===== src/rtl/mash_cic_pkg.sv =====
package mash_cic_pkg;
  localparam int CIN_W = 4;
  typedef logic signed [CIN_W-1:0] merged_t;

  function automatic int prune_cum(input int total, input int k, input int n);
    return (total * k) / n;
  endfunction
endpackage


===== src/rtl/mash_combiner.sv =====
module mash_combiner
  import mash_cic_pkg::*;
(
  input  logic    clk,
  input  logic    rst,
  input  logic    en,
  input  logic    b1,
  input  logic    b2,
  output merged_t c
);
  logic signed [1:0] v1, v2, a_d, b_d, b_dd;
  merged_t e_a, e_b, e_bd, e_bdd;

  assign v1 = b1 ? 2'sb01 : 2'sb11;
  assign v2 = b2 ? 2'sb01 : 2'sb11;

  assign e_a   = {{(CIN_W-2){a_d[1]}}, a_d};
  assign e_b   = {{(CIN_W-2){v2[1]}}, v2};
  assign e_bd  = {{(CIN_W-2){b_d[1]}}, b_d};
  assign e_bdd = {{(CIN_W-2){b_dd[1]}}, b_dd};
  assign c     = e_a + e_b - (e_bd <<< 1) + e_bdd;

  always_ff @(posedge clk) begin
    if (rst) begin
      a_d  <= '0;
      b_d  <= '0;
      b_dd <= '0;
    end else if (en) begin
      a_d  <= v1;
      b_dd <= b_d;
      b_d  <= v2;
    end
  end

  // merged value bounded
  a_r1_range: assert property (@(posedge clk) disable iff (rst)
    (c >= -5) && (c <= 5));
endmodule


===== src/rtl/cic_integrators.sv =====
module cic_integrators
  import mash_cic_pkg::*;
#(
  parameter int N = 4,
  parameter int W = 36
) (
  input  logic                clk,
  input  logic                rst,
  input  logic                en,
  input  merged_t             c,
  output logic signed [W-1:0] acc_out
);
  logic signed [W-1:0] acc [N];

  for (genvar g = 0; g < N; g++) begin : g_int
    always_ff @(posedge clk) begin
      if (rst) acc[g] <= '0;
      else if (en) begin
        if (g == 0) acc[g] <= acc[g] + W'(c);
        else        acc[g] <= acc[g] + acc[(g == 0) ? 0 : g-1];
      end
    end
  end

  assign acc_out = acc[N-1];

  // no accepted beat, no integrator movement
  a_r7_int_hold: assert property (@(posedge clk) disable iff (rst)
    !en |=> $stable(acc_out));
endmodule


===== src/rtl/cic_combs.sv =====
module cic_combs
  import mash_cic_pkg::*;
#(
  parameter int N     = 4,
  parameter int W     = 36,
  parameter int OUT_W = 16
) (
  input  logic                    clk,
  input  logic                    rst,
  input  logic                    en,
  input  logic signed [W-1:0]     x,
  output logic signed [OUT_W-1:0] y
);
  localparam int TOT = W - OUT_W;

  logic signed [W-1:0] chain [N+1];
  assign chain[0] = x;

  for (genvar g = 0; g < N; g++) begin : g_comb
    localparam int LO   = prune_cum(TOT, g, N);
    localparam int HI   = prune_cum(TOT, g + 1, N);
    localparam int DROP = HI - LO;
    localparam int WK   = W - HI;
    logic signed [WK-1:0] d, dly, diff;

    assign d    = WK'(chain[g] >>> DROP);
    assign diff = d - dly;
    assign chain[g+1] = W'(diff);

    always_ff @(posedge clk) begin
      if (rst)     dly <= '0;
      else if (en) dly <= d;
    end

    // comb delay only moves on a decimation instant
    a_r4_dly_hold: assert property (@(posedge clk) disable iff (rst)
      !en |=> $stable(dly));
  end

  assign y = OUT_W'(chain[N]);
endmodule


===== src/rtl/mash_cic_decimator.sv =====
module mash_cic_decimator
  import mash_cic_pkg::*;
#(
  parameter int N_STAGES  = 4,
  parameter int RMAX_LOG2 = 8,
  parameter int OUT_W     = 16
) (
  input  logic                 clk,
  input  logic                 rst,
  input  logic [RMAX_LOG2:0]   dec_ratio,
  input  logic                 in_valid,
  output logic                 in_ready,
  input  logic                 in_bit1,
  input  logic                 in_bit2,
  output logic                 out_valid,
  input  logic                 out_ready,
  output logic [OUT_W-1:0]     out_data,
  output logic                 out_settled
);
  localparam int W_FULL  = CIN_W + N_STAGES * RMAX_LOG2;
  localparam int RATIO_W = RMAX_LOG2 + 1;
  localparam int SC_W    = $clog2(N_STAGES + 1);

  logic                     beat, dump;
  merged_t                  cval;
  logic signed [W_FULL-1:0] last_int;
  logic signed [OUT_W-1:0]  yout;
  logic [RATIO_W-1:0]       dec_cnt;
  logic [SC_W-1:0]          settle_cnt;

  assign in_ready = !out_valid || out_ready;
  assign beat     = in_valid && in_ready;
  assign dump     = beat && ((dec_cnt + RATIO_W'(1)) == dec_ratio);

  mash_combiner u_merge (
    .clk(clk), .rst(rst), .en(beat), .b1(in_bit1), .b2(in_bit2), .c(cval)
  );

  cic_integrators #(.N(N_STAGES), .W(W_FULL)) u_int (
    .clk(clk), .rst(rst), .en(beat), .c(cval), .acc_out(last_int)
  );

  cic_combs #(.N(N_STAGES), .W(W_FULL), .OUT_W(OUT_W)) u_comb (
    .clk(clk), .rst(rst), .en(dump), .x(last_int), .y(yout)
  );

  always_ff @(posedge clk) begin
    if (rst) dec_cnt <= '0;
    else if (beat) dec_cnt <= dump ? '0 : dec_cnt + RATIO_W'(1);
  end

  always_ff @(posedge clk) begin
    if (rst) begin
      out_valid   <= 1'b0;
      out_data    <= '0;
      out_settled <= 1'b0;
      settle_cnt  <= '0;
    end else if (dump) begin
      out_valid   <= 1'b1;
      out_data    <= yout;
      out_settled <= (settle_cnt == SC_W'(N_STAGES));
      if (settle_cnt != SC_W'(N_STAGES)) settle_cnt <= settle_cnt + SC_W'(1);
    end else if (out_ready) begin
      out_valid <= 1'b0;
    end
  end

  // a new sample only follows an accepted beat
  a_r3_rise_after_beat: assert property (@(posedge clk) disable iff (rst)
    $rose(out_valid) |-> $past(beat));
  // stalled sample is held
  a_r6_hold: assert property (@(posedge clk) disable iff (rst)
    (out_valid && !out_ready) |=> (out_valid && $stable(out_data) && $stable(out_settled)));
  // settled flag never drops outside reset
  a_r9_monotonic: assert property (@(posedge clk) disable iff (rst)
    !$fell(out_settled));
  // counter stays inside the ratio
  a_r10_cnt_range: assert property (@(posedge clk) disable iff (rst)
    dec_cnt < dec_ratio);
endmodule


===== config.mk =====
export PLATFORM = sky130hd
export DESIGN_NAME = mash_cic_decimator
export DESIGN_NICKNAME = d
export VERILOG_FILES = /design/src/rtl/mash_cic_pkg.sv /design/src/rtl/mash_combiner.sv /design/src/rtl/cic_integrators.sv /design/src/rtl/cic_combs.sv /design/src/rtl/mash_cic_decimator.sv
export SDC_FILE = /design/constraint.sdc
export NUM_CORES = 1
export LEC_CHECK = 0
export BUFFER_PORTS_ARGS = -buffer_cell sky130_fd_sc_hd__buf_2
export CORE_ASPECT_RATIO = 0.6
export CORE_MARGIN = 3
export CORE_UTILIZATION = 61
export CTS_BUF_LIST = sky130_fd_sc_hd__clkbuf_8
export DETAILED_ROUTE_END_ITERATION = 6
export HOLD_SLACK_MARGIN = 0.03
export PLACE_DENSITY = 0.78
export SYNTH_ARGS = -nofsm -noshare
export SYNTH_HDL_FRONTEND = slang
export SYNTH_HIERARCHICAL = 1
export SYNTH_SLANG_ARGS = --single-unit

===== constraint.sdc =====
create_clock -name clk -period 8.4 [get_ports clk]
set_input_delay 0.84 -clock clk [delete_from_list [all_inputs] [get_ports clk]]
set_output_delay 0.84 -clock clk [all_outputs]
set_load 0.02 [all_outputs]

==> impl_metrics.yaml <==
run_status:
  status: "completed"
yosys:
  ys_types: 97
  ys.flop_type: "edfxtp_1"
  post-synth-top-count-cell: "nor2_1"
  synth.avg_cell_area_um2: 8.82
  synth_area_leaders: "edfxtp_1 20%, ha_1 14%, dfxtp_1 12%"
  synth_edf_count: 144
  synth_fp_nets: 2664
  synth_top_area_cell: "edfxtp_1"
  netlist_instances: 2404
  yosysSeqAreaShare_pct: 32.6
  synth_warnings: 6
  synth-seq-cells: 273
  synth_common_cells: "313 x nor2_1, 237 x ha_1, 182 x a21oi_1, 152 x nand2_1, 146 x inv_1"
  syn-cell-area_um2: 21200
  synth_async_sr_flop_share_pct: 0
  synth_top_area_share_pct: 20.4
hold_path:
  holdPathEnd: "u_merge/a_d[1]"
  min_path_type: "primary input to flop"
  whs_path_depth: 2
  worstHoldStart: "in_bit1"
route:
  routed_wl_mm: 48.5
  wire_per_inst_um: 16.7
  antenna_left: 0
  drtIter0Drc: 1578
  viasPerCell: 6.02
  drc: 0
  num_vias: 17500
  drt_first_pass_iters: 6
final_layout:
  n_antenna_cell: 0
  fin_cells: 2910
  drive_above_1_share_pct: 6.85
  nets: 2675
  area_growth_pct: 7.11
  fillers: 2708
  final_util_pct: 66.8
critical_path:
  critPathKind: "flop to flop"
  r2r-start: "u_int/acc[3][12]"
  cpMaxStageDelayCell: "edfxtp_1"
  critPathMaxFanout: 7
  critPathCaptureType: "flop"
  r2r_slack_ns: 0.49
  cp.arrival_ns: 8.42
  regToRegEndpoint: "out_data[15]"
  worstRegToRegCells: 39
  crit_top_cell: "o21a_1"
  start_kind: "flop"
  max_stage_delay_ns: 0.42
  required_ns: 8.91
run:
  drv_cap: 0
placement:
  dpl.cell_count: 2826
  gp_routability_congestion: 0.922
  post-dp-hpwl_mm: 34.7
  portBuffers: 33
clock_network:
  numCtsBuffers: 44
  clock_latency_ns: 0.60
  htree_levels: 2
  clockBufferDepth: 3
  cts-root-buf: "clkbuf_8"
  holdBufCountCts: 0
  cts_tree: "built"
  clkSinkCount: 273
  path_clk_slew_ns: 0.07
floorplan:
  coreArea_um2: 34000
  die_y_um: 150
  initial_core_util_pct: 62.4
  placementRows: 52
  io_pins: 34
  die_area_um2: 37100
  fp.dieW_um: 247
pwr:
  p_leak_nw: 9.52
  total_power_mw: 8.88
  ir_worst_vdd_mv: 0.371
  powerDensity_nw_per_um2: 391
global_routing:
  overflow: 0
  grt_pass1_vias: 16400
  grt_pass1_wl_mm: 79.5
  track_usage_pct: 25.7
  antenna_found_initial: 1
  grt_max_degree: 77
timing:
  rsz0062_at_grt: "true"
  maxSlewViolCount: 0
  layout_min_cycle_time_ns: 7.91
  setup_tns_ns: 0
  worst_pin_slew_ns: 1.06
  finalCritPeriodShare_pct: 94.2
  slew-limit-headroom_pct: 29.4
  hold_viol: 0
  fmax_ghz: 0.126
  fin_skew_ns: 0.0267
  setup_viol: 0
  holdWs_ns: 0.439
==> cell families (layout without fill, tap and decap cells) <==
logic type	Yosys count	count (layout)	synth area share, %
buffers and inverters	227	274	4.17
multiplexers	96	96	4.55
AO/OA/AOI/OAI	590	590	18.2
AND/OR/NAND/NOR	777	777	17.5
flip-flops	273	273	32.6
XOR/XNOR	196	196	8.26
adder cells (fa/ha/maj)	245	245	14.7
==> power breakdown <==
| group | internal (mW) | switching, mW |
|---|---|---|
| Sequential | 1.65 | 0.141 |
| Clock | 0.652 | 0.564 |
| Combinational | 2.47 | 3.40 |
==> critical path: cells and delay by family, from the launching register on <==
family	cells	cell delay, ns
flip-flops	1	0.42
AO/OA/AOI/OAI	15	3.05
adder cells (fa/ha/maj)	4	1.22
AND/OR/NAND/NOR	17	2.68
XOR/XNOR	3	0.46
==> layout by cell type, fill, tap and decap left out, types with 32 or more instances in the layout <==
| cell | instances |
|---|---|
| buf_2 | 32 |
| o21ai_0 | 87 |
| xor2_1 | 88 |
| clkbuf_8 | 55 |
| a21o_1 | 99 |
| edfxtp_1 | 144 |
| nor2_1 | 313 |
| nand2_1 | 152 |
| dfxtp_1 | 129 |
| mux2i_1 | 94 |
| ha_1 | 235 |
| nand3_1 | 57 |
| xnor2_1 | 104 |
| a31oi_1 | 32 |
| a21oi_1 | 176 |
| nor3_1 | 41 |
| inv_1 | 164 |
==> routing by layer <==
layer	global-route usage [%]	wire length, µm
met1	38.9	24300
met2	38.0	20000
met4	5.80	813
met3	4.84	3340
met5	0	26
==> per-stage QoR <==
stage               cell area, µm²  setup WS, ns
finish                       22700         0.485
global route                 22700       -0.0513
CTS                          22600        0.0247
detailed placement           21700         0.100
global placement             21700         0.287
floorplan                    21200         0.708
==> how the worst max path moves through the flow <==
stage	start	end	slack, ns
floorplan	u_int/acc[3][10]	out_data[15]	0.71
global placement	u_int/acc[3][10]	out_data[15]	0.29
detailed placement	u_int/acc[3][10]	out_data[15]	0.10
CTS	u_int/acc[3][10]	out_data[15]	0.02
global route	u_int/acc[3][7]	out_data[14]	-0.05
finish	u_int/acc[3][12]	out_data[15]	0.49
==> area by class of cell <==
cell class	instances	area (µm²)	share of cell area [%]
clock buffer	55	757	3.33
clock inverter	27	164	0.722
inverter	147	554	2.44
multi-input combinational	1904	13500	59.4
sequential	273	6910	30.4
tap	459	574	2.53
timing repair buffer	45	258	1.14
==> repair_timing <==
action,CTS,global route
setup buffers,0,2
endpoints found under the setup margin,0,5
endpoints found under the hold margin,0,0
resized for setup,0,19
==> registers in the layout, indices dropped and copies added (netlist names) <==
| signal | cells |
|---|---|
| settle_cnt | 3 |
| u_comb/g_comb.dly | 94 |
| dec_cnt | 9 |
| out_valid | 1 |
| u_merge/b_dd | 2 |
| out_data | 16 |
| u_merge/a_d | 2 |
| out_settled | 1 |
| u_merge/b_d | 1 |
| u_int/acc | 144 |
Power figures use the tool's default switching activity.
